### config.mk
export PLATFORM = sky130hd
export DESIGN_NAME = serial_port_mm
export DESIGN_NICKNAME = d
export VERILOG_FILES = /design/src/rtl/sp_pkg.sv /design/src/rtl/sp_fifo.sv /design/src/rtl/sp_tx.sv /design/src/rtl/sp_rx.sv /design/src/rtl/serial_port_mm.sv
export SDC_FILE = /design/constraint.sdc
export NUM_CORES = 1
export LEC_CHECK = 0
export ABC_AREA = 1
export CORE_MARGIN = 2
export CORE_UTILIZATION = 60
export DETAILED_ROUTE_END_ITERATION = 8
export PLACE_DENSITY = 0.79
export SLEW_MARGIN = 20
export SYNTH_ARGS = -nofsm -noshare
export SYNTH_HDL_FRONTEND = slang
export SYNTH_HIERARCHICAL = 1
export SYNTH_SLANG_ARGS = --single-unit
export TNS_END_PERCENT = 30
### constraint.sdc
create_clock -name clk -period 3.6 [get_ports clk]
set_input_delay 0.72 -clock clk [delete_from_list [all_inputs] [get_ports clk]]
set_output_delay 0.72 -clock clk [all_outputs]
set_load 0.005 [all_outputs]
### src/rtl/sp_pkg.sv
package sp_pkg;
   localparam int BYTE_W = 8;
   // word index of each register (bus_addr[3:2])
   localparam logic [1:0] IDX_RXD  = 2'd0;
   localparam logic [1:0] IDX_TXD  = 2'd1;
   localparam logic [1:0] IDX_CTRL = 2'd2;
   localparam logic [1:0] IDX_STS  = 2'd3;
   // control bits
   localparam int C_TXFLUSH = 15;
   localparam int C_RXFLUSH = 14;
   // status bits (enable bits 5..0 mirror status bits 5..0)
   localparam int S_TXEMPTY = 13;
   localparam int S_TXFULL  = 11;
   localparam int S_TXHALF  = 10;
   localparam int S_TXRDY   = 5;
   localparam int S_RXRDY   = 4;
   localparam int S_BRK     = 3;
   localparam int S_FRM     = 2;
   localparam int S_PAR     = 1;
   localparam int S_OVR     = 0;

   typedef enum logic [2:0] {
      RX_IDLE, RX_START, RX_DATA, RX_STOP, RX_WAITHI
   } rx_state_t;
endpackage

### src/rtl/sp_fifo.sv
module sp_fifo #(
   parameter int W     = 8,
   parameter int DEPTH = 32
) (
   input  logic                         clk,
   input  logic                         rst_n,
   input  logic                         clr,
   input  logic                         push,
   input  logic [W-1:0]                 wdata,
   input  logic                         pop,
   output logic [W-1:0]                 rdata,
   output logic                         empty,
   output logic                         full,
   output logic [$clog2(DEPTH+1)-1:0]   count
);
   localparam int AW = $clog2(DEPTH);
   localparam int CW = $clog2(DEPTH+1);

   generate
      if (DEPTH < 2 || (1 << AW) != DEPTH) begin : g_bad_depth
         $error("sp_fifo: DEPTH must be a power of two >= 2");
      end
   endgenerate

   logic [W-1:0]  mem [DEPTH];
   logic [AW-1:0] wp, rp;
   logic [CW-1:0] cnt;
   logic          do_push, do_pop;

   assign empty   = (cnt == '0);
   assign full    = (cnt == CW'(DEPTH));
   assign count   = cnt;
   assign rdata   = mem[rp];
   assign do_push = push && !full;
   assign do_pop  = pop && !empty;

   always_ff @(posedge clk) begin
      if (do_push && !clr) mem[wp] <= wdata;
   end

   always_ff @(posedge clk or negedge rst_n) begin
      if (!rst_n) begin
         wp <= '0; rp <= '0; cnt <= '0;
      end else if (clr) begin
         wp <= '0; rp <= '0; cnt <= '0;
      end else begin
         if (do_push) wp <= wp + 1'b1;
         if (do_pop)  rp <= rp + 1'b1;
         cnt <= cnt + CW'(do_push) - CW'(do_pop);
      end
   end

   a_r4_no_overflow: assert property (@(posedge clk) disable iff (!rst_n)
      cnt <= CW'(DEPTH));
   a_r4_full_hold: assert property (@(posedge clk) disable iff (!rst_n)
      (full && push && !pop && !clr) |=> full);
   a_r5_pop_dec: assert property (@(posedge clk) disable iff (!rst_n)
      (pop && !empty && !push && !clr) |=> (cnt == $past(cnt) - 1'b1));
endmodule

### src/rtl/sp_tx.sv
module sp_tx #(
   parameter int CLKS_PER_BIT = 16
) (
   input  logic                    clk,
   input  logic                    rst_n,
   input  logic                    have_data,
   input  logic [sp_pkg::BYTE_W-1:0] data,
   output logic                    pop,
   output logic                    txd
);
   import sp_pkg::*;
   localparam int DW = $clog2(CLKS_PER_BIT);
   localparam int BW = $clog2(BYTE_W + 2);

   logic            busy;
   logic [BYTE_W:0] sh;
   logic [DW-1:0]   div;
   logic [BW-1:0]   left;

   assign pop = !busy && have_data;

   always_ff @(posedge clk or negedge rst_n) begin
      if (!rst_n) begin
         busy <= 1'b0; sh <= '1; div <= '0; left <= '0; txd <= 1'b1;
      end else if (pop) begin
         busy <= 1'b1;
         txd  <= 1'b0;
         sh   <= {1'b1, data};
         left <= BW'(BYTE_W + 1);
         div  <= DW'(CLKS_PER_BIT - 1);
      end else if (busy) begin
         if (div != '0) begin
            div <= div - 1'b1;
         end else if (left == '0) begin
            busy <= 1'b0;
         end else begin
            txd  <= sh[0];
            sh   <= {1'b1, sh[BYTE_W:1]};
            left <= left - 1'b1;
            div  <= DW'(CLKS_PER_BIT - 1);
         end
      end
   end

   a_r2_start_low: assert property (@(posedge clk) disable iff (!rst_n)
      pop |=> !txd);
   a_r2_idle_line: assert property (@(posedge clk) disable iff (!rst_n)
      (!busy && !$past(busy) && !$past(pop)) |-> txd);
endmodule

### src/rtl/sp_rx.sv
module sp_rx #(
   parameter int CLKS_PER_BIT = 16,
   parameter int SYNC_STAGES  = 2
) (
   input  logic                      clk,
   input  logic                      rst_n,
   input  logic                      rxd,
   output logic                      got_byte,
   output logic [sp_pkg::BYTE_W-1:0] byte_out,
   output logic                      frm_evt,
   output logic                      brk_evt
);
   import sp_pkg::*;
   localparam int DW = $clog2(CLKS_PER_BIT);
   localparam int BW = $clog2(BYTE_W);

   generate
      if (SYNC_STAGES < 2) begin : g_bad_sync
         $error("sp_rx: SYNC_STAGES must be >= 2");
      end
   endgenerate

   logic [SYNC_STAGES-1:0] sy;
   logic                   rxs;
   always_ff @(posedge clk or negedge rst_n) begin
      if (!rst_n) sy <= '1;
      else        sy <= {sy[SYNC_STAGES-2:0], rxd};
   end
   assign rxs = sy[SYNC_STAGES-1];

   rx_state_t         st;
   logic [DW-1:0]     div;
   logic [BW-1:0]     nbit;
   logic [BYTE_W-1:0] sh;

   assign byte_out = sh;

   always_ff @(posedge clk or negedge rst_n) begin
      if (!rst_n) begin
         st <= RX_IDLE; div <= '0; nbit <= '0; sh <= '0;
         got_byte <= 1'b0; frm_evt <= 1'b0; brk_evt <= 1'b0;
      end else begin
         got_byte <= 1'b0; frm_evt <= 1'b0; brk_evt <= 1'b0;
         case (st)
            RX_IDLE: if (!rxs) begin
               st  <= RX_START;
               div <= DW'(CLKS_PER_BIT/2 - 1);
            end
            RX_START: if (div != '0) div <= div - 1'b1;
               else if (!rxs) begin
                  st <= RX_DATA; nbit <= '0; div <= DW'(CLKS_PER_BIT - 1);
               end else st <= RX_IDLE;
            RX_DATA: if (div != '0) div <= div - 1'b1;
               else begin
                  sh   <= {rxs, sh[BYTE_W-1:1]};
                  div  <= DW'(CLKS_PER_BIT - 1);
                  nbit <= nbit + 1'b1;
                  if (nbit == BW'(BYTE_W - 1)) st <= RX_STOP;
               end
            RX_STOP: if (div != '0) div <= div - 1'b1;
               else if (rxs) begin
                  got_byte <= 1'b1; st <= RX_IDLE;
               end else begin
                  brk_evt <= (sh == '0);
                  frm_evt <= (sh != '0);
                  st      <= RX_WAITHI;
               end
            RX_WAITHI: if (rxs) st <= RX_IDLE;
            default: st <= RX_IDLE;
         endcase
      end
   end

   a_r7_one_outcome: assert property (@(posedge clk) disable iff (!rst_n)
      $countones({got_byte, frm_evt, brk_evt}) <= 1);
endmodule

### src/rtl/serial_port_mm.sv
module serial_port_mm #(
   parameter int CLKS_PER_BIT = 16,
   parameter int TX_DEPTH     = 32,
   parameter int RX_DEPTH     = 8,
   parameter int SYNC_STAGES  = 2
) (
   input  logic        clk,
   input  logic        rst_n,
   input  logic        bus_sel,
   input  logic        bus_we,
   input  logic [3:0]  bus_addr,
   input  logic [31:0] bus_wdata,
   output logic [31:0] bus_rdata,
   output logic        txd,
   input  logic        rxd,
   output logic        irq
);
   import sp_pkg::*;
   localparam int TCW = $clog2(TX_DEPTH+1);
   localparam int RCW = $clog2(RX_DEPTH+1);
   localparam int HALF = TX_DEPTH / 2;

   generate
      if (CLKS_PER_BIT < 4) begin : g_bad_div
         $error("serial_port_mm: CLKS_PER_BIT must be >= 4");
      end
   endgenerate

   // bus decode
   logic [1:0] idx;
   logic wr_tx, wr_ctrl, wr_sts, rd_rx;
   assign idx     = bus_addr[3:2];
   assign wr_tx   = bus_sel &&  bus_we && idx == IDX_TXD;
   assign wr_ctrl = bus_sel &&  bus_we && idx == IDX_CTRL;
   assign wr_sts  = bus_sel &&  bus_we && idx == IDX_STS;
   assign rd_rx   = bus_sel && !bus_we && idx == IDX_RXD;

   // control register
   logic [5:0] en;
   logic       fl_tx, fl_rx;
   always_ff @(posedge clk or negedge rst_n) begin
      if (!rst_n) begin
         en <= '0; fl_tx <= 1'b0; fl_rx <= 1'b0;
      end else if (wr_ctrl) begin
         en    <= bus_wdata[5:0];
         fl_tx <= bus_wdata[C_TXFLUSH];
         fl_rx <= bus_wdata[C_RXFLUSH];
      end else begin
         fl_tx <= 1'b0; fl_rx <= 1'b0;
      end
   end

   // transmit path
   logic [BYTE_W-1:0] tx_head;
   logic              tx_empty, tx_full, tx_pop;
   logic [TCW-1:0]    tx_cnt;
   sp_fifo #(.W(BYTE_W), .DEPTH(TX_DEPTH)) i_txq (
      .clk(clk), .rst_n(rst_n), .clr(fl_tx), .push(wr_tx),
      .wdata(bus_wdata[BYTE_W-1:0]), .pop(tx_pop), .rdata(tx_head),
      .empty(tx_empty), .full(tx_full), .count(tx_cnt));
   sp_tx #(.CLKS_PER_BIT(CLKS_PER_BIT)) i_ser (
      .clk(clk), .rst_n(rst_n), .have_data(!tx_empty && !fl_tx),
      .data(tx_head), .pop(tx_pop), .txd(txd));

   // receive path
   logic [BYTE_W-1:0] rx_byte, rx_head;
   logic              rx_got, frm_evt, brk_evt, rx_empty, rx_full;
   logic [RCW-1:0]    rx_cnt;
   sp_rx #(.CLKS_PER_BIT(CLKS_PER_BIT), .SYNC_STAGES(SYNC_STAGES)) i_des (
      .clk(clk), .rst_n(rst_n), .rxd(rxd), .got_byte(rx_got),
      .byte_out(rx_byte), .frm_evt(frm_evt), .brk_evt(brk_evt));
   sp_fifo #(.W(BYTE_W), .DEPTH(RX_DEPTH)) i_rxq (
      .clk(clk), .rst_n(rst_n), .clr(fl_rx), .push(rx_got),
      .wdata(rx_byte), .pop(rd_rx), .rdata(rx_head),
      .empty(rx_empty), .full(rx_full), .count(rx_cnt));

   // sticky error flags: set wins over a same-cycle clear
   logic st_brk, st_frm, st_ovr;
   logic ovr_evt;
   assign ovr_evt = rx_got && rx_full;
   always_ff @(posedge clk or negedge rst_n) begin
      if (!rst_n) begin
         st_brk <= 1'b0; st_frm <= 1'b0; st_ovr <= 1'b0;
      end else begin
         st_brk <= brk_evt || (st_brk && !(wr_sts && bus_wdata[S_BRK]));
         st_frm <= frm_evt || (st_frm && !(wr_sts && bus_wdata[S_FRM]));
         st_ovr <= ovr_evt || (st_ovr && !(wr_sts && bus_wdata[S_OVR]));
      end
   end

   logic [5:0]  cond;
   logic [31:0] sts, ctl;
   assign cond = {!tx_full, !rx_empty, st_brk, st_frm, 1'b0, st_ovr};
   always_comb begin
      sts = '0;
      sts[S_TXEMPTY] = tx_empty;
      sts[S_TXFULL]  = tx_full;
      sts[S_TXHALF]  = tx_cnt >= TCW'(HALF);
      sts[5:0]       = cond;
      ctl = '0;
      ctl[C_TXFLUSH] = fl_tx;
      ctl[C_RXFLUSH] = fl_rx;
      ctl[5:0]       = en;
   end

   always_comb begin
      case (idx)
         IDX_RXD:  bus_rdata = rx_empty ? 32'd0 : {{(32-BYTE_W){1'b0}}, rx_head};
         IDX_CTRL: bus_rdata = ctl;
         IDX_STS:  bus_rdata = sts;
         default:  bus_rdata = 32'd0;
      endcase
   end

   assign irq = |(cond & en);

   a_r9_tx_selfclear: assert property (@(posedge clk) disable iff (!rst_n)
      (fl_tx && !wr_ctrl) |=> !fl_tx);
   a_r9_rx_flushed: assert property (@(posedge clk) disable iff (!rst_n)
      (fl_rx && !rx_got) |=> rx_empty);
   a_r8_ovr_sticky: assert property (@(posedge clk) disable iff (!rst_n)
      (st_ovr && !wr_sts) |=> st_ovr);
   a_r6_ovr_set: assert property (@(posedge clk) disable iff (!rst_n)
      (rx_got && rx_full) |=> (st_ovr && rx_full));
endmodule

==> results.md <==
- The starting DRC count in detailed routing is 1198.
- The count of instances resized after the clock tree is built is 0.
- The placement row count is between 60 and 70.
- The horizontal die dimension is 179 um.
- Dividing the final minimum period by the clock period gives 0.956.
- The buffer type at the clock tree root is clkbuf_16.
- The cell area that synthesis handed to floorplanning was about 0.018 sq mm.
- The clock period could shrink to 3.44 ns.
- The power after layout is approximately 13000 uW.
- The slowest cell on the critical path is clkdlybuf4s50_1.
- The CTS sink count is 398.
- After detailed routing, the average wire length per cell comes to 16.9 um.
- The congestion estimate from routability-driven global placement came to 0.885.
- The max-slew violation total from the final report is 0.
- The number of nets with antenna violations after detailed routing is 0.
- The routed length on met1 is ~16000 um.
- The share of synthesized area in the top cell type comes to 0.523.
- The final layout contains routed wiring with a total length of around 41000 um.
- The predominant post-synthesis flop cell is edfxtp_1.
- The die covers around 0.032 sq mm.
- The synthesis warning total is 6.
- The total global routing track utilization is 0.260.
- The synthesized design spends more area on one cell type than any other, namely edfxtp_1.
- The number of distinct library cell variants in the gate-level netlist after synthesis is 38.
- The count of flip-flops with a built-in enable after synthesis is 320.
- Yosys attributes the largest share of cell area to edfxtp_1, nand2_1, dfrtp_1, nand3_1, inv_1.
- The number of DRC violations after detailed routing is 0.
- The sort of element at the start of the critical path is a flip-flop.
- Ranked by instance count, the synthesized netlist is headed by nand2_1, edfxtp_1, inv_1.
- The post-detailed-placement half-perimeter wirelength is between 20000 and 30000 um.
- TritonCTS built the clock tree.
- The total core area is 0.0303 sq mm.
- The iteration count of the initial detailed-routing pass is 6.
- For this run, the slowest stage of the critical path takes 0.54 ns.
- On the final layout, the worst clock skew is 0.0187 ns.
- The tightest slew margin relative to the limit is 0.257.
- The tool flagged a number of max-cap violations equal to 0.
- The routed design uses 19600 um of met2 wire.
- The number of nets in the final layout is 2049.
- The fraction of synthesized cell area in xor and xnor cells is 0.00191.
- The average size of a mapped cell is between 9 and 10 sq um.
- The power per cell area is 624 mW/mm^2.
- The total via count after detailed routing is between 10000 and 15000.
- The maximum VDD drop is between 0.5 and 0.6 mV.
- The post-synthesis sequential area ratio is 0.630.
- The count of hold-fix buffers inserted at cts is 0.
- The final number of setup-violating endpoints is 0.
- 0 antenna diodes ended up in the layout.
- The number of clock buffers added by TritonCTS is 41.
- Of the total synthesized cell area, the portion taken by full adders, half adders and majority gates is 0.0212.
- Setup repair after global routing left no endpoint under its margin.
- The cell count after synthesis came out at 1919.
- The biggest fanout along the worst timing path is 33.
- Walking the worst path, the cells encountered are buf_4, inv_6, nand2_2, nand3_1, nand2_1, nand2_1, nand2_1, nand3_1, nand3_1, clkdlybuf4s50_1.
- For this run the aggregate overflow at the end of global routing stands at 0.
- The buffers plus inverters on the worst setup path is 3.
- Setup total negative slack on the finished layout was measured at 0 ns.
- At the pin with the least slew margin, the transition time is 1.11 ns.
- The maximum frequency from static timing analysis is 0.291 GHz.
- Final hold analysis gives a worst-case slack of between 0.2 and 0.25 ns.
- The critical path endpoint category is an output port.
- The synthesized-area fraction occupied by ao, oa, aoi and oai cells came to 0.0202.
- Of the post-synthesis cell area, the part taken by muxes is 0.
- The via count of the first global-routing pass is 12500.
- During I/O placement, the number of pins put on the boundary was 75.
- Setup slack on the worst reg-to-reg path comes out at 0.45 ns.
- The pin count of the biggest net entering global routing is 139.
- The most frequently used cell type in the post-synthesis netlist is nand2_1.
- The clock passes through at most 3 buffers.
- Summed over all nets, wire length on met3 after detailed routing comes to around 3200 um.
- The initial antenna violation count is 0.
- In this run the number of H-tree levels came out at 2.
- Synthesis inferred 398 register bits.
- The min-delay analysis places its worst path in the category in -> async.
- At the worst endpoint, the required time is 2.88 ns.
- The flow ran to the end, and the final reports show no timing, DRC or antenna violations.
- The floorplan step set the die height to 179 um.
- The endpoint arrival time on the critical path is 2.72 ns.
- Port buffering added 31 buffers.
- The simple-gate area share of the yosys netlist is 0.239.
- The first-pass GRT wire length is 64100 um.
- After clock tree synthesis, the clock-pin slew on the worst setup and hold paths is 0.06 ns.
- For this configuration, the core starts out at a cell density of 0.606.
- Dividing the detail-routed via count by the number of cells gives 5.48.
- The final-report hold violation count was 0.
- The leakage power is just over 0.009 uW.
- The proportion of layout cells with a drive suffix above 1 is 0.0816.
- The clock insertion delay at the later pin of the skew report is 0.53 ns.
- The area growth from synthesis to final layout is 11.0%.
- The critical path is of the reg -> out type.
- After synthesis, the largest family of logic cells by area is simple AND/OR/NAND/NOR gates.
- The number of buffers inserted to repair setup after CTS is 0.
- The highest signal layer in the routed design is met4.
- The kind of cell with the highest combined delay along the critical path is buffers and inverters.
- The share of synthesized registers carrying an async set or reset is 0.196.
## power by group
group / leakage [uW] / internal [uW] / switching, uW
sequential: 0.00386 / 5280 / 248
combinational: 0.00462 / 1070 / 2180
clock: 0.000612 / 2280 / 1680
total: 0.00909 / 8630 / 4110
## metrics by stage
| step | util | cells | setup slack [ns] | area (sq um) |
|---|---|---|---|---|
| floorplan | - | 1937 | 0.812 | 18500 |
| global placement | 0.631 | 2331 | 0.280 | 19200 |
| detailed placement | 0.631 | 2331 | 0.228 | 19200 |
| CTS | 0.672 | 2405 | 0.164 | 20400 |
| global route | 0.672 | 2405 | 0.00225 | 20400 |
| finish | 0.672 | 2405 | 0.158 | 20400 |
## cell usage in the layout (no fill, tap or decap), drive strengths merged, types with 2 or more instances in the layout
cell type | netlist | layout
clkinv | 4 | 23
inv | 283 | 284
bufinv | 0 | 2
nand4 | 14 | 14
o211ai | 8 | 8
dfstp | 11 | 11
ha | 28 | 28
clkdlybuf4s50 | 0 | 30
xnor2 | 2 | 2
fa | 2 | 2
dfrtp | 67 | 67
o21ai | 24 | 24
nor2 | 110 | 110
buf | 78 | 55
edfxtp | 320 | 320
xor2 | 2 | 2
nand3 | 247 | 247
conb | 1 | 19
nand2 | 663 | 663
nor3 | 10 | 10
clkbuf | 9 | 52
a21oi | 31 | 31
## state kept, by name, indices dropped and copies added, names as in the netlist, 5 cells and up
| signal | cells |
|---|---|
| en | 6 |
| i_des/byte_out | 8 |
| i_rxq/mem | 64 |
| i_ser/sh | 8 |
| i_txq/count | 6 |
| i_txq/mem | 256 |
| i_txq/rp | 5 |
| i_txq/wp | 5 |
## layout make-up
| class | count | area [sq um] |
|---|---|---|
| Clock buffer | 52 | 1090 |
| Clock inverter | 22 | 158 |
| Fill cell | 2248 | 9950 |
| Inverter | 287 | 1090 |
| Multi-Input combinational cell | 1165 | 5250 |
| Sequential cell | 398 | 11600 |
| Tap cell | 396 | 495 |
| Timing Repair Buffer | 85 | 742 |
## worst paths after layout
kind	from	endpoint	depth (start not counted)
setup / recovery	i_rxq/rp[0]	bus_rdata[4]	10
hold / removal	rst_n	i_des/div[0]	1
setup reg to reg	i_txq/count[2]	i_txq/count[4]	18
hold reg to reg	i_des/sy[0]	i_des/sy[1]	0
max in group asynchronous	rst_n	i_txq/rp[0]	1
min in group clk	i_des/sy[0]	i_des/sy[1]	0
## cells by family after synthesis
group / count (synthesis)
compound gates: 64
xor+xnor: 4
fa+ha+maj: 30
buf+inv: 374
flops: 398
other cells: 1
simple gates: 1048
## metal layers
layer	track usage	vias up
li1	-	6265
met3	0.0390	103
met1	0.349	6232
met4	0.0904	0
met2	0.436	569
met5	0	-
No activity file was read; power rests on OpenSTA's default activity.
